`src/rtl/nand_bif_pkg.sv`:
```
// Shared types and helpers for the NAND bank bus interface.
// Assumes at most four banks so the control register fits one byte.
package nand_bif_pkg;

    // Kind of flash bus cycle chosen by the window offset.
    typedef enum logic [1:0] {
        CYC_DATA = 2'd0,
        CYC_CMD  = 2'd1,
        CYC_ADDR = 2'd2
    } cyc_kind_e;

    // States of the strobe engine.
    typedef enum logic [1:0] {
        ENG_IDLE  = 2'd0,
        ENG_WLOW  = 2'd1,
        ENG_WHOLD = 2'd2,
        ENG_RLOW  = 2'd3
    } eng_state_e;

    // Result of decoding a bank window offset.
    typedef struct packed {
        cyc_kind_e kind;
        logic      clash;
    } win_dec_t;

    // Mask of all chip-select assert bits for a bank count.
    function automatic logic [7:0] assert_mask(input int nbank);
        logic [7:0] m;
        m = 8'h00;
        for (int i = 0; i < nbank; i++) begin
            m[2*i+1] = 1'b1;
        end
        return m;
    endfunction

endpackage

```
`src/rtl/nand_bif_ctrl_reg.sv`:
```
// Per-bank enable/assert control register and chip-enable drivers.
// Assumes NBANK <= 4; bit 2n enables bank n, bit 2n+1 asserts its select.
module nand_bif_ctrl_reg #(
    parameter int NBANK = 4,
    localparam int CW   = 2 * NBANK
) (
    input  logic             clk,
    input  logic             rst_n,
    input  logic             wr_en,
    input  logic [CW-1:0]    wdata,
    output logic [CW-1:0]    ctrl,
    output logic [NBANK-1:0] bank_en,
    output logic [NBANK-1:0] ce_n
);

    logic [CW-1:0] ctrl_q;

    // Hold the control byte; cleared by reset.
    always_ff @(posedge clk) begin
        if (!rst_n) begin
            ctrl_q <= '0;
        end else if (wr_en) begin
            ctrl_q <= wdata;
        end
    end

    assign ctrl = ctrl_q;

    // One enable and one chip-enable driver per bank.
    for (genvar b = 0; b < NBANK; b++) begin : g_bank
        assign bank_en[b] = ctrl_q[2*b];
        assign ce_n[b]    = ~(ctrl_q[2*b] & ctrl_q[2*b+1]);
    end

    // A zero write must leave every bank disabled and deselected.
    assert_zero_write_disables_R4: assert property (@(posedge clk) disable iff (!rst_n)
        (wr_en && wdata == '0) |=> (&ce_n && bank_en == '0));

    // Clearing all assert bits deselects every chip.
    assert_assert_clear_deselects_R3: assert property (@(posedge clk) disable iff (!rst_n)
        (wr_en && ((8'(wdata) & nand_bif_pkg::assert_mask(NBANK)) == 8'h00)) |=> &ce_n);

endmodule

```
`src/rtl/nand_bif_rb_sync.sv`:
```
// Two-flop synchroniser for the flash ready/busy line.
// Assumes the input is asynchronous; output resets to 0 (busy).
module nand_bif_rb_sync (
    input  logic clk,
    input  logic rst_n,
    input  logic rb_async,
    output logic rb_sync
);

    logic meta_q;
    logic sync_q;

    // Shift the pin through two flops.
    always_ff @(posedge clk) begin
        if (!rst_n) begin
            meta_q <= 1'b0;
            sync_q <= 1'b0;
        end else begin
            meta_q <= rb_async;
            sync_q <= meta_q;
        end
    end

    assign rb_sync = sync_q;

endmodule

```
`src/rtl/nand_bif_engine.sv`:
```
// Strobe engine: runs one flash write or read cycle per start pulse.
// Assumes start only arrives while busy is low; WE_LOW, RE_LOW >= 1.
module nand_bif_engine
    import nand_bif_pkg::*;
#(
    parameter int WE_LOW = 2,
    parameter int RE_LOW = 2,
    localparam int MAXLOW = (WE_LOW > RE_LOW) ? WE_LOW : RE_LOW,
    localparam int CNT_W  = $clog2(MAXLOW + 1)
) (
    input  logic       clk,
    input  logic       rst_n,
    input  logic       start,
    input  logic       is_wr,
    input  cyc_kind_e  kind,
    input  logic [7:0] wdata,
    input  logic [7:0] dq_i,
    output logic       busy,
    output logic       we_n,
    output logic       re_n,
    output logic       cle,
    output logic       ale,
    output logic [7:0] dq_o,
    output logic       dq_oe,
    output logic       done,
    output logic [7:0] rdata
);

    eng_state_e       state_q;
    logic [CNT_W-1:0] cnt_q;

    // Sequence the strobes, latch lines and bus driver.
    always_ff @(posedge clk) begin
        if (!rst_n) begin
            state_q <= ENG_IDLE;
            cnt_q   <= '0;
            we_n    <= 1'b1;
            re_n    <= 1'b1;
            cle     <= 1'b0;
            ale     <= 1'b0;
            dq_o    <= 8'h00;
            dq_oe   <= 1'b0;
            done    <= 1'b0;
            rdata   <= 8'h00;
        end else begin
            done <= 1'b0;
            case (state_q)
                ENG_IDLE: begin
                    if (start) begin
                        cnt_q <= '0;
                        if (is_wr) begin
                            state_q <= ENG_WLOW;
                            we_n    <= 1'b0;
                            dq_oe   <= 1'b1;
                            dq_o    <= wdata;
                            cle     <= (kind == CYC_CMD);
                            ale     <= (kind == CYC_ADDR);
                        end else begin
                            state_q <= ENG_RLOW;
                            re_n    <= 1'b0;
                        end
                    end
                end
                ENG_WLOW: begin
                    if (cnt_q == CNT_W'(WE_LOW - 1)) begin
                        we_n    <= 1'b1;
                        state_q <= ENG_WHOLD;
                    end else begin
                        cnt_q <= cnt_q + 1'b1;
                    end
                end
                ENG_WHOLD: begin
                    cle     <= 1'b0;
                    ale     <= 1'b0;
                    dq_oe   <= 1'b0;
                    done    <= 1'b1;
                    state_q <= ENG_IDLE;
                end
                ENG_RLOW: begin
                    if (cnt_q == CNT_W'(RE_LOW - 1)) begin
                        re_n    <= 1'b1;
                        rdata   <= dq_i;
                        done    <= 1'b1;
                        state_q <= ENG_IDLE;
                    end else begin
                        cnt_q <= cnt_q + 1'b1;
                    end
                end
                default: state_q <= ENG_IDLE;
            endcase
        end
    end

    assign busy = (state_q != ENG_IDLE);

    // Checker counters: length of the current low phase of each strobe.
    logic [CNT_W:0] we_run_q;
    logic [CNT_W:0] re_run_q;

    // Count consecutive low clocks of each strobe.
    always_ff @(posedge clk) begin
        if (!rst_n) begin
            we_run_q <= '0;
            re_run_q <= '0;
        end else begin
            we_run_q <= we_n ? '0 : we_run_q + 1'b1;
            re_run_q <= re_n ? '0 : re_run_q + 1'b1;
        end
    end

    assert_latch_exclusive_R6: assert property (@(posedge clk) disable iff (!rst_n)
        !(cle && ale));

    assert_one_strobe_R7: assert property (@(posedge clk) disable iff (!rst_n)
        !(!we_n && !re_n));

    assert_we_width_R7: assert property (@(posedge clk) disable iff (!rst_n)
        $rose(we_n) |-> (we_run_q == (CNT_W+1)'(WE_LOW)));

    assert_we_steady_R7: assert property (@(posedge clk) disable iff (!rst_n)
        (!we_n && $past(!we_n)) |-> ($stable(cle) && $stable(ale) && $stable(dq_o) && dq_oe));

    assert_we_hold_R7: assert property (@(posedge clk) disable iff (!rst_n)
        $rose(we_n) |-> ($stable(cle) && $stable(ale) && dq_oe));

    assert_re_width_R8: assert property (@(posedge clk) disable iff (!rst_n)
        $rose(re_n) |-> (re_run_q == (CNT_W+1)'(RE_LOW) && done));

    assert_start_when_idle_R10: assert property (@(posedge clk) disable iff (!rst_n)
        start |-> (state_q == ENG_IDLE));

endmodule

```
`src/rtl/nand_bank_if.sv`:
```
// NAND bank bus interface top: decodes host accesses into register
// accesses or flash cycles, rejects illegal ones, merges responses.
// Assumes 2 <= NBANK <= 4; host_req is only taken while host_ready is high.
module nand_bank_if
    import nand_bif_pkg::*;
#(
    parameter int NBANK  = 4,
    parameter int OFS_W  = 17,
    parameter int WE_LOW = 2,
    parameter int RE_LOW = 2,
    localparam int BANK_W = $clog2(NBANK),
    localparam int ADDR_W = BANK_W + OFS_W
) (
    input  logic              clk,
    input  logic              rst_n,
    input  logic              host_req,
    input  logic              host_wr,
    input  logic              host_reg,
    input  logic [ADDR_W-1:0] host_addr,
    input  logic [7:0]        host_wdata,
    output logic              host_ready,
    output logic              host_done,
    output logic              host_err,
    output logic [7:0]        host_rdata,
    output logic [NBANK-1:0]  nand_ce_n,
    output logic              nand_cle,
    output logic              nand_ale,
    output logic              nand_we_n,
    output logic              nand_re_n,
    output logic [7:0]        nand_dq_o,
    output logic              nand_dq_oe,
    input  logic [7:0]        nand_dq_i,
    input  logic              nand_rb
);

    localparam int CW = 2 * NBANK;
    localparam logic [OFS_W-1:0] CMD_OFS   = OFS_W'(1) << (OFS_W - 2);
    localparam logic [OFS_W-1:0] ADDR_OFS  = OFS_W'(1) << (OFS_W - 1);
    localparam logic [OFS_W-1:0] CLASH_OFS = CMD_OFS | ADDR_OFS;

    logic [CW-1:0]     ctrl;
    logic [NBANK-1:0]  bank_en;
    logic              rb_s;
    logic              eng_busy;
    logic              eng_done;
    logic [7:0]        eng_rdata;

    logic [BANK_W-1:0] bank_idx;
    logic [OFS_W-1:0]  ofs;
    win_dec_t          dec;
    logic              bank_ok;
    logic              host_acc;
    logic              reject;
    logic              eng_start;
    logic              ctrl_wr;
    logic [7:0]        reg_rd;

    logic              rsp_v_q;
    logic              rsp_err_q;
    logic [7:0]        rsp_data_q;

    assign bank_idx = host_addr[ADDR_W-1:OFS_W];
    assign ofs      = host_addr[OFS_W-1:0];

    // Pick the cycle kind from the window offset.
    always_comb begin
        dec.clash = (ofs == CLASH_OFS);
        if (ofs == CMD_OFS) begin
            dec.kind = CYC_CMD;
        end else if (ofs == ADDR_OFS) begin
            dec.kind = CYC_ADDR;
        end else begin
            dec.kind = CYC_DATA;
        end
    end

    // Check that the addressed bank exists and is enabled.
    always_comb begin
        bank_ok = 1'b0;
        for (int b = 0; b < NBANK; b++) begin
            if (int'(bank_idx) == b && bank_en[b]) begin
                bank_ok = 1'b1;
            end
        end
    end

    assign host_ready = ~eng_busy;
    assign host_acc   = host_req & host_ready;
    assign reject     = ~host_reg & (dec.clash | ~bank_ok);
    assign eng_start  = host_acc & ~host_reg & ~reject;
    assign ctrl_wr    = host_acc & host_reg & host_wr & ~host_addr[0];

    // Register read data: control byte or synchronised ready bit.
    always_comb begin
        if (host_reg && !host_wr) begin
            reg_rd = host_addr[0] ? {7'b0, rb_s} : 8'(ctrl);
        end else begin
            reg_rd = 8'h00;
        end
    end

    // Respond one clock after register accesses and rejected accesses.
    always_ff @(posedge clk) begin
        if (!rst_n) begin
            rsp_v_q    <= 1'b0;
            rsp_err_q  <= 1'b0;
            rsp_data_q <= 8'h00;
        end else begin
            rsp_v_q    <= host_acc & ~eng_start;
            rsp_err_q  <= host_acc & reject;
            rsp_data_q <= reg_rd;
        end
    end

    assign host_done  = rsp_v_q | eng_done;
    assign host_err   = rsp_err_q;
    assign host_rdata = eng_done ? eng_rdata : rsp_data_q;

    nand_bif_ctrl_reg #(.NBANK(NBANK)) u_ctrl (
        .clk     (clk),
        .rst_n   (rst_n),
        .wr_en   (ctrl_wr),
        .wdata   (host_wdata[CW-1:0]),
        .ctrl    (ctrl),
        .bank_en (bank_en),
        .ce_n    (nand_ce_n)
    );

    nand_bif_rb_sync u_rb (
        .clk      (clk),
        .rst_n    (rst_n),
        .rb_async (nand_rb),
        .rb_sync  (rb_s)
    );

    nand_bif_engine #(.WE_LOW(WE_LOW), .RE_LOW(RE_LOW)) u_eng (
        .clk   (clk),
        .rst_n (rst_n),
        .start (eng_start),
        .is_wr (host_wr),
        .kind  (dec.kind),
        .wdata (host_wdata),
        .dq_i  (nand_dq_i),
        .busy  (eng_busy),
        .we_n  (nand_we_n),
        .re_n  (nand_re_n),
        .cle   (nand_cle),
        .ale   (nand_ale),
        .dq_o  (nand_dq_o),
        .dq_oe (nand_dq_oe),
        .done  (eng_done),
        .rdata (eng_rdata)
    );

    // A rejected access leaves both strobes idle in the next cycle.
    assert_reject_no_strobe_R11: assert property (@(posedge clk) disable iff (!rst_n)
        (host_acc && reject) |=> (nand_we_n && nand_re_n && host_done && host_err));

    // Done and error are only seen together with a rejection.
    assert_err_with_done_R6: assert property (@(posedge clk) disable iff (!rst_n)
        host_err |-> host_done);

endmodule

```
`config.mk`:
```
export PLATFORM = sky130hd
export DESIGN_NAME = nand_bank_if
export DESIGN_NICKNAME = d
export VERILOG_FILES = /design/src/rtl/nand_bif_pkg.sv /design/src/rtl/nand_bif_ctrl_reg.sv /design/src/rtl/nand_bif_rb_sync.sv /design/src/rtl/nand_bif_engine.sv /design/src/rtl/nand_bank_if.sv
export SDC_FILE = /design/constraint.sdc
export NUM_CORES = 1
export LEC_CHECK = 0
export CAP_MARGIN = 20
export CORE_UTILIZATION = 60
export DETAILED_ROUTE_END_ITERATION = 7
export DONT_BUFFER_PORTS = 1
export GPL_TIMING_DRIVEN = 0
export PLACE_DENSITY = 0.8
export SETUP_SLACK_MARGIN = 0.5
export SYNTH_ARGS = -nofsm -noshare
export SYNTH_HDL_FRONTEND = slang
export SYNTH_SLANG_ARGS = --single-unit
```
`constraint.sdc`:
```
create_clock -name clk -period 2.2 [get_ports clk]
set_input_delay 0.33 -clock clk [delete_from_list [all_inputs] [get_ports clk]]
set_output_delay 0.33 -clock clk [all_outputs]
set_load 0.03 [all_outputs]
```
Yosys cells after proc, flatten, opt, wreduce, memory -nomap -nowiden. Index checks and enable logic that the tools add are counted.

Register bits: 46. Bits in latches: 0. Bits in writable memories: 0. Memory bits (read-only): 0. Output and inout port bits: 28. Word-level logic and storage cells: 120. Memories: 0.

Add/sub/neg operators: 1. Multipliers: 0. Div/mod/pow operators: 0. Magnitude comparators: 0. Equal/unequal tests: 18. Shift operators: 0. Multiplexer cells: 34. Bitwise logic cells: 27. Reduce and logical (&&, ||, !) cells: 23.

Operator list (count): == test 17 bit, second input constant (2); == test 17 x 16 -> 1 bit, second input constant (1); 2-to-1 mux 1 bit (17); 2-to-1 mux 2 bit (8); AND 1 bit (13); inverter 1 bit (12); case mux 1 bit (2 select lines) (6); AND reduction 3 bit (4); == test 2 bit, second input constant (5); nonzero test 2 bit (5); == test 2 x 1 -> 1 bit, second input constant (4); 2-to-1 mux 8 bit (1); != test 2 bit, second input constant (4); case mux 2 bit (4 select lines) (1); AND reduction 4 bit (2); logical AND 1 bit (5); zero test 2 bit (2); != test 2 x 1 -> 1 bit, second input constant (2); case mux 2 bit (2 select lines) (1); AND reduction 2 bit (2); OR reduction 3 bit (1); adder 2 x 1 -> 2 bit, second input constant (1); bitwise OR 1 bit (2); OR reduction 2 bit (1); zero test 1 bit (1).

Depth between registers and ports, before layout. Gate-level depths: netlist of run 1.

Depth in word-level cells: 13. Depth in mapped cells: 7. Gate-level depth less buffers: 6.

Hierarchy. From an unflattened synthesis of run 1, not the netlist that was laid out.

Cells, all modules: 201. Area total of the unflattened synthesis: 1921.8 µm².

Modules (own cells, without submodules): nand_bif_engine (times used 1, cells an instance 118, area each 998.5 µm²); nand_bank_if (times used 1, cells an instance 46, area each 524.3 µm²); nand_bif_ctrl_reg (times used 1, cells an instance 33, area each 346.6 µm²); nand_bif_rb_sync (times used 1, cells an instance 4, area each 52.6 µm²).

Worst setup path before layout of run 1. No wires, ideal clock.

Kind: reg-to-reg. Start: register u_eng.state_q[1]. End: register u_ctrl.ctrl_q[0], in the netlist u_ctrl.ctrl[0]. Library setup time: 0.116 ns. Data arrival time: 1.730 ns. Data required time: 2.084 ns. Path slack: 0.354 ns. Stages on the path, launching flop included: 8. Path buffers: 2. Period minus slack after synthesis: 1.846 ns. Cell sequence: dfxtp_1 -> buf_4 -> nor2_1 -> nand2_1 -> nor4bb_1 -> buf_2 -> mux2i_1 -> nor2b_1.

Longest elaborated chain between the ends: 6.

Ends and longest elaborated chain: from (decl) (line nand_bif_engine.sv:29) `eng_state_e state_q;`; from (signal assigned) (line nand_bif_engine.sv:35) `state_q <= ENG_IDLE;`; from (signal assigned) (line nand_bif_engine.sv:52) `state_q <= ENG_WLOW;`; from (signal assigned) (line nand_bif_engine.sv:59) `state_q <= ENG_RLOW;`; nonzero test 2 bit (line nand_bif_engine.sv:94) `assign busy = (state_q != ENG_IDLE);`; inverter 1 bit (line nand_bank_if.sv:87) `assign host_ready = ~eng_busy;`; via host_ready (line nand_bank_if.sv:21) `output logic host_ready,`; AND 1 bit (line nand_bank_if.sv:88) `assign host_acc = host_req & host_ready;`; AND 1 bit (3 in series) (line nand_bank_if.sv:91) `assign ctrl_wr = host_acc & host_reg & host_wr & ~host_addr[0];`; to (signal assigned) (line nand_bif_ctrl_reg.sv:23) `ctrl_q <= wdata;`; to (decl) (line nand_bif_ctrl_reg.sv:16) `logic [CW-1:0] ctrl_q;`.

The timed path passes the listed nets, and every way through them passes these cells. A chain may end at the register's enable or synchronous reset.

Worst setup path in the final report of run 1.
Start: register u_eng.state_q[0]. End: register u_eng.ale.

Longest elaborated chain between the ends: 7. Elaborated cells between the ends (all ways): 12. Classes of those cells: eq/ne (3); mux (1); bitwise (4); reduce/logical (4).

Ends and longest elaborated chain: nonzero test 2 bit (line nand_bif_engine.sv:94); inverter 1 bit (line nand_bank_if.sv:87); AND 1 bit (line nand_bank_if.sv:88); AND 1 bit (2 in series) (line nand_bank_if.sv:90) `assign eng_start = host_acc & ~host_reg & ~reject;`; != test 2 bit (no source line); AND reduction 3 bit (no source line); to (signal assigned) (line nand_bif_engine.sv:57) `ale <= (kind == CYC_ADDR);`; to (decl) (line nand_bif_engine.sv:22) `output logic ale,`.

Parallel ways exist; a longest one is shown, timed or not.

==> results by group, run 1 <==
Drt
  – Drt wl/cell: 16.2 um
  – DRT antenna net count: 0
  – Drc violations: 0
  – Drt initial violations: 51
  – DR vias/cell: 5.59
  – TritonRoute pass-1 iters: 4
  – Final wirelength: 4.09 mm
  – DR vias: 1409

Setup path
  – Crit Path Max Fanout: 4
  – CP Launch Type: flop
  – Max stage delay on crit path: 530 ps
  – Reg-to-reg startpoint: u_eng.state_q[0]$_SDFFE_PN0P_
  – Crit path kind: flop to flop
  – Slowest-stage cell, CP: or4b_4
  – CP Data Required Time: 2500 ps
  – Internal reg-to-reg setup slack: 450 ps
  – Buffers and inverters on the worst path: 1
  – Crit path max-delay family: simple AND/OR/NAND/NOR gates
  – Endpoint type of the worst setup path: flop
  – Reg-to-Reg End: u_eng.ale$_SDFFE_PN0P_
  – R2R cell count: 6
  – Critical path data arrival time: 2050 ps
  – Worst Setup SP: u_eng.state_q[0]$_SDFFE_PN0P_
  – Crit path cell chain: buf_6, nor4b_4, nand3_1, a31o_1, or4b_4, o21ai_2

Power and ir drop
  – Sw frac: 21.0%
  – Leakage: 0.866 nW
  – Peak supply drop: 0.496 mV
  – Final Total Pwr: 1.41 mW
  – P_int: 1.11 mW
  – P per Cell Area: 644 nW/um^2
  – Clock share of power: 35.4%
  – Part of the power in registers: 60.2%
  – Switching power total: 297 uW
  – Logic pwr share: 4.4%

Logic synthesis
  – Synth async-reset ratio: 0%
  – Synth top area share: 48.4%
  – Top cells by area, synth: dfxtp_1 (48%), mux2i_1 (8.9%), nand2_1 (6.5%)
  – Post-synth EDFFs: 0
  – Synthesized Nets: 234
  – Most common library cells after synthesis: dfxtp_1 (46), nand2_1 (33), mux2i_1 (17), nor2b_1 (17), and2_1 (10)
  – Synthesis Warnings: 0
  – Synth Register Bits: 46
  – Count leader, synth: dfxtp_1
  – Cell taking the most area after synthesis: dfxtp_1
  – Mapped Cells: 192
  – Sequential area share after synthesis: 48.4%
  – Post-synthesis cell type count: 36
  – Synthesized area: 1900 sq um
  – Syn avg cell area: 9.92 sq um
  – Most used DFF post-synth: dfxtp_1

Min path
  – Hold Path Stages: 1
  – Min-delay worst type: input port to flop
  – Worst Hold Path EP: rsp_data_q[0]$_SDFF_PN0_
  – Hold Startpoint: host_wr

CTS
  – Clock tree sinks: 46
  – Worst-path clk slew: 120 ps
  – H-Tree Depth: 2
  – Clk_lat worst skew: 350 ps
  – Hold_buf cts: 0
  – CTS buffer count: 5
  – Max clock buf depth: 2
  – CTS tree: yes
  – Root buffer cell: clkbuf_4

Timing
  – Final worst path period need: 1750 ps
  – Setup TNS: 0 ps
  – Slew @ Worst Pin: 725 ps
  – Relative slew slack: 51.0%
  – Final Hold Fails: 0
  – Clock skew: 8.81 ps
  – Fin crit share: 79.7%
  – Achievable frequency: 0.570 GHz
  – Final setup violating endpoints: 0
  – RSZ-0062 raised after global routing: yes
  – Max-slew violations: 0

Status
  – Outcome: completed

GRT
  – GRT overflow: 0
  – First-pass GRT wire length: 6.34 mm
  – Pin count of the biggest net entering global routing: 15
  – Vias in the first global route: 1440
  – Total track usage: 24.4%
  – Initial antenna violation count: 0

Cells and area
  – Post-layout util: 72.4%
  – Share of post-route cells with drive strength above 1: 19.7%
  – Fin nets: 249
  – Fill count: 231
  – # diodes: 0
  – Final Instance Area: 2190 sq um
  – Area delta synth->final: 15.1%

Run
  – Maxcap violations: 0

Placement
  – Count of input and output buffers: 0
  – Area after DPL: 1960 sq um
  – Detailed-placement wirelength estimate: 2.87 mm
  – Placer Congestion: 0.778

Die
  – Initial Util: 62.9%
  – FP Rows: 20
  – Die Ht: 58.3 um
  – IO Pins: 69
  – Die width: 58.3 um
  – Die area: 3400 sq um
  – Core Footprint: 3030 sq um
[per-layer routing]
metal | share of wire [%] | up-vias | track usage [%]
met5 | 0 | - | 0
met4 | 0.83 | 0 | 9.18
met3 | 6.2 | 5 | 8.13
met2 | 51 | 52 | 41.2
met1 | 42 | 670 | 28.9
li1 | - | 682 | -
[flip-flops by register name, summed over array words and instances (netlist names), 2 cells and up]
| register | count |
|---|---|
| u_ctrl.ctrl | 8 |
| u_eng.cnt_q | 2 |
| u_eng.state_q | 2 |
| u_eng.rdata | 8 |
| u_eng.dq_o | 8 |
| rsp_data_q | 8 |
[power by group through the flow]
stage | Clock (mW) | Sequential (mW) | Combinational [mW]
after CTS | 0.511 | 0.849 | 0.0552
after global placement | 0 | 0.867 | 0.0506
after floorplan | 0 | 0.866 | 0.0439
final | 0.500 | 0.849 | 0.0624
after detailed placement | 0 | 0.867 | 0.0521
after global routing | 0.548 | 0.850 | 0.0668
[stage by stage]
stage / hold slack [ps] / setup WS [ps] / std cells
final: 45.0 / 447 / 252
after CTS: 26.9 / 438 / 249
after floorplan: 406 / 531 / 192
after detailed placement: 418 / 299 / 236
after global placement: 420 / 357 / 236
after global routing: 19.9 / 372 / 252
[cell type report]
class	count	area, sq um	area share, %
Clock buffer	6	41.3	1.88
Clock inverter	2	37.5	1.71
Buffer	10	71.3	3.25
Inverter	2	7.51	0.342
Timing Repair Buffer	8	60.1	2.74
Multi-Input combinational cell	134	996	45.4
Sequential cell	46	923	42.1
Tap cell	44	55.1	2.51
[layout by cell type, fill, tap and decap left out, types with 2 or more instances in the layout]
master | Yosys | layout
clkbuf_1 | 6 | 6
nor2_1 | 3 | 2
nand3_1 | 3 | 3
mux2i_1 | 17 | 17
nand2_1 | 33 | 32
nor2b_1 | 17 | 17
o21ai_1 | 1 | 2
dfxtp_2 | 0 | 2
buf_6 | 1 | 4
nor3_1 | 2 | 2
nor4_1 | 3 | 3
nand2b_1 | 4 | 3
a21boi_1 | 2 | 2
and4_1 | 2 | 2
dfxtp_1 | 46 | 44
and3_1 | 2 | 2
mux2_4 | 0 | 8
a21boi_0 | 8 | 8
inv_1 | 2 | 2
and2_1 | 10 | 10
clkbuf_4 | 0 | 6
buf_4 | 2 | 8
nor4bb_1 | 3 | 2
[how the worst max path moves through the flow]
stage / cells after the start / slack (ps) / to
2_1_floorplan: 7 / 530 / u_ctrl.ctrl[0]$_SDFFE_PN0P_
3_3_place_gp: 7 / 360 / u_ctrl.ctrl[2]$_SDFFE_PN0P_
3_5_place_dp: 7 / 300 / u_ctrl.ctrl[2]$_SDFFE_PN0P_
4_1_cts: 6 / 440 / u_eng.ale$_SDFFE_PN0P_
5_1_grt: 6 / 370 / u_eng.ale$_SDFFE_PN0P_
6_report: 6 / 450 / u_eng.ale$_SDFFE_PN0P_
[logic make-up after synthesis]
kind of cell	synth area share (%)
AOI/OAI and AO/OA	7.23
xor gates and xnor gates	0.460
adders and majority gates	0.657
buffers and inverters	3.22
DFF	48.4
muxes	14.8
and+or+nand+nor	25.2
[what timing repair did]
item / 4_1_cts / 5_1_grt
endpoints found under the setup margin: 20 / 27
setup buffers: 5 / 3
resized for setup: 9 / 17
pin swaps: 5 / 5
(Power assumes the default switching activity.)
==> inputs of run 2 (changes only) <==
--- a/config.mk
+++ b/config.mk
@@ -5,12 +5,13 @@
 export SDC_FILE = /design/constraint.sdc
 export NUM_CORES = 1
 export LEC_CHECK = 0
+export ABC_AREA = 1
 export CAP_MARGIN = 20
-export CORE_UTILIZATION = 60
+export CORE_UTILIZATION = 55
 export DETAILED_ROUTE_END_ITERATION = 7
 export DONT_BUFFER_PORTS = 1
 export GPL_TIMING_DRIVEN = 0
-export PLACE_DENSITY = 0.8
+export PLACE_DENSITY = 0.77
 export SETUP_SLACK_MARGIN = 0.5
 export SYNTH_ARGS = -nofsm -noshare
 export SYNTH_HDL_FRONTEND = slang
==> constraint.sdc (replaced) <==
create_clock -name clk -period 1.5 [get_ports clk]
set_input_delay 0.225 -clock clk [delete_from_list [all_inputs] [get_ports clk]]
set_output_delay 0.225 -clock clk [all_outputs]
set_load 0.03 [all_outputs]
==> run 2 against run 1 <==
The flow now finishes with violations (setup timing). Sequential cell count is the same. First-iteration DRC count grew 45%. Clock power rose by 33%. Worst setup slack got worse by 500 ps. Highest routed layer unchanged. Largest power group unchanged.
==> results by group, run 2 <==
Timing
  – Final worst path period need: 1560 ps (was 1750 ps)
  – Max-slew violations: 0 (unchanged)
  – Clock skew: 10.0 ps (was 8.81 ps)
  – Final setup violating endpoints: 2 (was 0)
  – Final Hold Fails: 0 (unchanged)
  – Relative slew slack: 63.8% (was 51.0%)
  – Slew @ Worst Pin: 543 ps (was 725 ps)
  – RSZ-0062 raised after global routing: yes (unchanged)
  – Fin crit share: 104% (was 79.7%)
  – Achievable frequency: 0.642 GHz (was 0.570 GHz)
  – Min setup slack post-route: -56.6 ps (was 447 ps)
  – Fin Hold WS: 24.3 ps (was 45.0 ps)

Setup path
  – Max stage delay on crit path: 380 ps (was 530 ps)
  – CP Data Required Time: 1790 ps (was 2500 ps)
  – Endpoint type of the worst setup path: flop (unchanged)
  – Crit path kind: flop to flop (unchanged)
  – Crit path cell chain: nor2_4, nand2_4, nor2_4, nand4_4, clkinvlp_4, nand2_1, a21oi_2 (was buf_6, nor4b_4, nand3_1, a31o_1, or4b_4, o21ai_2)
  – CP Launch Type: flop (unchanged)
  – CP dominant cell by count: nor2_4
  – Crit Path Max Fanout: 6 (was 4)
  – Slowest-stage cell, CP: dfxtp_4 (was or4b_4)
  – Crit path max-delay family: simple AND/OR/NAND/NOR gates (unchanged)
  – Critical path data arrival time: 1850 ps (was 2050 ps)
  – Buffers and inverters on the worst path: 1 (unchanged)

Drt
  – DRT antenna net count: 0 (unchanged)
  – Drt wl/cell: 15.0 um (was 16.2 um)
  – Drc violations: 0 (unchanged)
  – DR vias/cell: 5.43 (was 5.59)
  – Drt initial violations: 74 (was 51)
  – Final wirelength: 4.79 mm (was 4.09 mm)
  – DR vias: 1738 (was 1409)
  – TritonRoute pass-1 iters: 4 (unchanged)

Power and ir drop
  – Part of the power in registers: 59.3% (was 60.2%)
  – Final Total Pwr: 2.16 mW (was 1.41 mW)
  – Logic pwr share: 9.9% (was 4.4%)
  – Leakage: 0.927 nW (was 0.866 nW)
  – Sw frac: 25.8% (was 21.0%)
  – Peak supply drop: 0.697 mV (was 0.496 mV)
  – P per Cell Area: 883 nW/um^2 (was 644 nW/um^2)
  – Switching power total: 557 uW (was 297 uW)
  – Clock share of power: 30.8% (was 35.4%)
  – P_int: 1.60 mW (was 1.11 mW)

CTS
  – H-Tree Depth: 2 (unchanged)
  – Root buffer cell: clkbuf_4 (unchanged)
  – Clk_lat worst skew: 360 ps (was 350 ps)
  – Worst-path clk slew: 130 ps (was 120 ps)
  – Max clock buf depth: 2 (unchanged)
  – CTS buffer count: 5 (unchanged)
  – Clock tree sinks: 46 (unchanged)
  – CTS tree: yes (unchanged)

Status
  – Failing checks: setup timing
  – Outcome: complete, but fails checks (was completed)

Die
  – Die Ht: 60.3 um (was 58.3 um)
  – Core Footprint: 3130 sq um (was 3030 sq um)
  – IO Pins: 69 (unchanged)
  – Die width: 60.3 um (was 58.3 um)
  – FP Rows: 20 (unchanged)
  – Initial Util: 59.8% (was 62.9%)
  – Die area: 3640 sq um (was 3400 sq um)

Logic synthesis
  – Count leader, synth: nand2_1 (was dfxtp_1)
  – Synthesized Nets: 291 (was 234)
  – Post-synthesis cell type count: 27 (was 36)
  – Sequential area share after synthesis: 49.3% (was 48.4%)
  – Synth top area share: 49.3% (was 48.4%)
  – Most common library cells after synthesis: nand2_1 (58), dfxtp_1 (46), inv_1 (32) (was dfxtp_1 (46), nand2_1 (33), mux2i_1 (17), nor2b_1 (17), and2_1 (10))
  – Synth Register Bits: 46 (unchanged)
  – Synthesis Warnings: 0 (unchanged)
  – Mapped Cells: 249 (was 192)
  – Cell taking the most area after synthesis: dfxtp_1 (unchanged)
  – Post-synth EDFFs: 0 (unchanged)
  – Syn avg cell area: 7.51 sq um (was 9.92 sq um)
  – Synthesized area: 1870 sq um (was 1900 sq um)
  – Top cells by area, synth: dfxtp_1 (49%), nand2_1 (12%), a21oi_1 (7.5%) (was dfxtp_1 (48%), mux2i_1 (8.9%), nand2_1 (6.5%))
  – Most used DFF post-synth: dfxtp_1 (unchanged)
  – Synth async-reset ratio: 0% (unchanged)

GRT
  – Pin count of the biggest net entering global routing: 15 (unchanged)
  – GRT overflow: 0 (unchanged)
  – Total track usage: 26.3% (was 24.4%)
  – Vias in the first global route: 1628 (was 1440)
  – First-pass GRT wire length: 6.94 mm (was 6.34 mm)
  – Initial antenna violation count: 0 (unchanged)

Run
  – Maxcap violations: 0 (unchanged)

Cells and area
  – Area delta synth->final: 31.0% (was 15.1%)
  – Commonest non-fill, non-tap cells in the layout: nand2_1 (47), inv_1 (29), a21oi_1 (27) (was dfxtp_1 (44), nand2_1 (32), mux2i_1 (17), nor2b_1 (17), and2_1 (10))
  – Fin nets: 317 (was 249)
  – Commonest non-fill, non-tap cell in the layout: nand2_1 (was dfxtp_1)
  – Post-layout util: 78.3% (was 72.4%)
  – # diodes: 0 (unchanged)
  – Share of post-route cells with drive strength above 1: 29.3% (was 19.7%)

Placement
  – Post-place setup slack: -21.2 ps (was 299 ps)
  – Placer Congestion: 0.781 (was 0.778)
  – Detailed-placement wirelength estimate: 3.03 mm (was 2.87 mm)
  – Count of input and output buffers: 0 (unchanged)

Min path
  – Min-delay worst type: input port to flop (unchanged)
## run 2: changes by cell type in the layout (fill, tap and decap cells not counted), moves of 15 or more
cell     previous run  this run
a21oi_1             1        27
dfxtp_1            44        21
dfxtp_2             2        17
inv_1               2        29
mux2i_1            17         0
nand2_1            32        47
nor2_1              2        23
nor2b_1            17         0
## run 2: kinds of logic after synthesis
logic type / share of synthesized area (%)
buffers and inverters: 8.03
DFF: 49.3
adders and majority gates: 0.669
AOI/OAI and AO/OA: 16.4
and+or+nand+nor: 25.6
## run 2: final timing paths
| kind | to | slack [ps] | cells past startpoint | from |
|---|---|---|---|---|
| worst min register to register | u_rb.rb_sync$_SDFF_PN0_ | 440 | 2 | u_rb.meta_q$_SDFF_PN0_ |
| worst max-delay path | u_eng.dq_o[6]$_SDFFE_PN0P_ | -60 | 7 | u_eng.state_q[1]$_SDFFE_PN0P_ |
| worst max register to register | u_eng.dq_o[6]$_SDFFE_PN0P_ | -60 | 7 | u_eng.state_q[1]$_SDFFE_PN0P_ |
| worst min-delay path | rsp_data_q[0]$_SDFF_PN0_ | 20 | 3 | host_wr |
## run 2: worst min-delay path: cells and delay by family
family	cells	cell delay, ps
and+or+nand+nor	2	90
buffers and inverters	1	30
## run 2: power groups by stage
| stage | Combinational [mW] | Sequential (mW) | Clock (mW) |
|---|---|---|---|
| after detailed placement | 0.165 | 1.31 | 0 |
| after floorplan | 0.138 | 1.30 | 0 |
| final | 0.214 | 1.28 | 0.666 |
| after global placement | 0.161 | 1.31 | 0 |
| after global routing | 0.235 | 1.29 | 0.733 |
| after CTS | 0.201 | 1.28 | 0.678 |
## run 2: timing repair
action / CTS / global route
endpoints found under the setup margin: 63 / 64
hold buffers: 11 / 1
endpoints found under the hold margin: 11 / 1
gates cloned: 2 / 1
setup buffers: 4 / 0
gates resized for setup: 45 / 17
pin swaps: 6 / 7
## run 2: layout make-up
cell class,count,area (sq um)
timing repair inverter,1,7.51
clock inverter,1,8.76
timing repair buffer,18,184
sequential,46,972
inverter,33,129
multi-input combinational,164,966
fill,213,679
clock buffer,7,65.1
buffer,6,61.3
tap,44,55.1
## run 2: layer usage
metal / wire length, um / share of wire [%] / vias to the layer above / track usage, %
met1: 1730 / 36 / 787 / 28.4
met5: 0 / 0 / - / 0
met3: 408 / 8.5 / 16 / 8.87
met4: 124 / 2.6 / 0 / 12.3
li1: - / - / 856 / -
met2: 2520 / 53 / 79 / 45.8
## run 2: through the flow
step | cell area (sq um) | TNS (ps) | std cells
global route | 2450 | -851 | 320
detailed placement | 2060 | -60.1 | 293
CTS | 2390 | 0 | 318
finish | 2450 | -57.0 | 320
floorplan | 2000 | 0 | 249
global placement | 2060 | -29.9 | 293
==> inputs of run 3 (changes only) <==
--- a/config.mk
+++ b/config.mk
@@ -12,7 +12,7 @@
 export DONT_BUFFER_PORTS = 1
 export GPL_TIMING_DRIVEN = 0
 export PLACE_DENSITY = 0.77
-export SETUP_SLACK_MARGIN = 0.5
+export SETUP_SLACK_MARGIN = 0.4
 export SYNTH_ARGS = -nofsm -noshare
 export SYNTH_HDL_FRONTEND = slang
 export SYNTH_SLANG_ARGS = --single-unit
==> run 3 against run 2 <==
The run still ends with setup timing left. Combinational power increased by 21%. Die area stayed put. Worst setup slack better by 10 ps. Critical path depth stayed put. Final cell count rose by 3.1%. Non-clock buffer count up 9. Utilization grew 5.0 points.
==> results by group, run 3 (synthesis results as in run 2) <==
Power and ir drop
  – Final Total Pwr: 2.17 mW (was 2.16 mW)
  – Clock share of power: 28.7% (was 30.8%)
  – P per Cell Area: 834 nW/um^2 (was 883 nW/um^2)
  – Logic pwr share: 11.9% (was 9.9%)
  – Leakage: 0.988 nW (was 0.927 nW)
  – Part of the power in registers: 59.4% (was 59.3%)
  – Switching power total: 628 uW (was 557 uW)
  – Sw frac: 28.9% (was 25.8%)
  – Peak supply drop: 0.709 mV (was 0.697 mV)
  – P_int: 1.54 mW (was 1.60 mW)

Setup path
  – Endpoint type of the worst setup path: flop (unchanged)
  – CP Launch Type: flop (unchanged)
  – Crit Path Max Fanout: 5 (was 6)
  – Crit path kind: flop to flop (unchanged)
  – Worst Setup SP: u_eng.state_q[0]$_SDFFE_PN0P_ (was u_eng.state_q[1]$_SDFFE_PN0P_)
  – Critical path data arrival time: 1860 ps (was 1850 ps)
  – CP Data Required Time: 1810 ps (was 1790 ps)
  – Reg-to-reg startpoint: u_eng.state_q[0]$_SDFFE_PN0P_ (was u_eng.state_q[1]$_SDFFE_PN0P_)

GRT
  – Initial antenna violation count: 0 (unchanged)
  – Total track usage: 30.3% (was 26.3%)
  – Pin count of the biggest net entering global routing: 17 (was 15)
  – GRT overflow: 0 (unchanged)
  – Vias in the first global route: 1842 (was 1628)
  – First-pass GRT wire length: 7.91 mm (was 6.94 mm)

Die
  – Die Ht: 60.3 um (unchanged)
  – Initial Util: 59.8% (unchanged)
  – IO Pins: 69 (unchanged)
  – Die area: 3640 sq um (unchanged)
  – Die width: 60.3 um (unchanged)
  – FP Rows: 20 (unchanged)
  – Core Footprint: 3130 sq um (unchanged)

Drt
  – Drt initial violations: 74 (unchanged)
  – Drt wl/cell: 16.3 um (was 15.0 um)
  – DRT antenna net count: 0 (unchanged)
  – TritonRoute pass-1 iters: 4 (unchanged)
  – Drc violations: 0 (unchanged)
  – DR vias/cell: 5.61 (was 5.43)
  – DR vias: 1851 (was 1738)
  – Final wirelength: 5.37 mm (was 4.79 mm)

Timing
  – Relative slew slack: 56.9% (was 63.8%)
  – Fin Hold WS: 16.8 ps (was 24.3 ps)
  – Final Hold Fails: 0 (unchanged)
  – Max-slew violations: 0 (unchanged)
  – Clock skew: 20.5 ps (was 10.0 ps)
  – Final worst path period need: 1550 ps (was 1560 ps)
  – Final setup violating endpoints: 9 (was 2)
  – Slew @ Worst Pin: 647 ps (was 543 ps)
  – Fin crit share: 103% (was 104%)
  – Setup TNS: -152 ps (was -57.0 ps)
  – Achievable frequency: 0.647 GHz (was 0.642 GHz)
  – RSZ-0062 raised after global routing: yes (unchanged)
  – Min setup slack post-route: -46.2 ps (was -56.6 ps)

Placement
  – Placer Congestion: 0.796 (was 0.781)
  – Count of input and output buffers: 0 (unchanged)
  – Detailed-placement wirelength estimate: 3.16 mm (was 3.03 mm)
  – Area after DPL: 2040 sq um (was 2060 sq um)

Cells and area
  – Fill count: 182 (was 213)
  – # diodes: 0 (unchanged)
  – Post-layout util: 83.3% (was 78.3%)
  – Commonest non-fill, non-tap cell in the layout: nand2_1 (unchanged)
  – Share of post-route cells with drive strength above 1: 37.4% (was 29.3%)
  – Seq. cell area: 960 sq um (was 972 sq um)
  – Multi-input logic area: 1070 sq um (was 966 sq um)
  – Fin nets: 327 (was 317)
  – Final Instance Area: 2610 sq um (was 2450 sq um)
  – Area delta synth->final: 39.4% (was 31.0%)
  – Commonest non-fill, non-tap cells in the layout: nand2_1 (44), inv_1 (28), dfxtp_2 (25) (was nand2_1 (47), inv_1 (29), a21oi_1 (27))

Status
  – Failing checks: setup timing (unchanged)
  – Outcome: complete, but fails checks (unchanged)

CTS
  – H-Tree Depth: 2 (unchanged)
  – Clk_lat worst skew: 390 ps (was 360 ps)
  – CTS buffer count: 5 (unchanged)
  – Clock tree sinks: 46 (unchanged)
  – Max clock buf depth: 2 (unchanged)
  – Worst-path clk slew: 140 ps (was 130 ps)
  – Root buffer cell: clkbuf_4 (unchanged)
  – CTS tree: yes (unchanged)

Min path
  – Min-delay worst type: input port to flop (unchanged)
  – Hold Startpoint: nand_dq_i[6] (was host_wr)

Run
  – Maxcap violations: 0 (unchanged)
-- run 3: what timing repair did --
item	CTS	global route
gates cloned	3	1
hold buffers	15	0
endpoints found under the setup margin	63	46
setup buffers	7	3
pin swaps	14	8
hold endpoints to repair	15	0
resized for setup	56	31
-- run 3: through the flow --
stage	cells	worst slack, ps
detailed placement	293	-50.7
floorplan	249	139
global route	330	-85.7
finish	330	-46.2
CTS	326	20.7
global placement	293	-24.9
-- run 3: worst paths after layout --
kind	endpoint	cells after the start	slack (ps)
setup reg to reg	u_eng.dq_o[6]$_SDFFE_PN0P_	7	-50
hold reg to reg	u_eng.cnt_q[1]$_SDFFE_PN0P_	2	480
hold / removal	u_eng.rdata[6]$_SDFFE_PN0P_	2	20
setup / recovery	u_eng.dq_o[6]$_SDFFE_PN0P_	7	-50
-- run 3: per-layer routing --
metal,vias up,share of wire [%],track usage (%)
met5,-,0,0
met4,0,3.2,19.6
met3,16,6.7,9.09
met2,80,52,54.6
met1,882,38,29.9
li1,873,-,-
-- run 3: final cells by class --
cell class	count	share of cell area [%]
Sequential cell	46	36.8
Clock inverter	3	0.865
Inverter	33	4.95
Timing Repair Buffer	27	10.2
Clock buffer	5	1.44
Tap cell	44	2.11
Buffer	6	2.40
Multi-Input combinational cell	165	40.9
Timing Repair inverter	1	0.288
-- run 3: power groups by stage --
stage	Combinational [mW]	Clock [mW]	Sequential, mW
final	0.258	0.624	1.29
after global routing	0.277	0.679	1.29
after CTS	0.224	0.629	1.29
after detailed placement	0.165	0	1.31
after global placement	0.160	0	1.31
after floorplan	0.136	0	1.30
-- run 3: worst max-delay path, cell delays in order, from the launching register on --
cell,delay (ps)
dfxtp_4,370
nor2_4,270
nand2_4,110
nor2_4,150
nand4_4,190
clkinvlp_4,170
nand2_1,80
a21oi_2,140
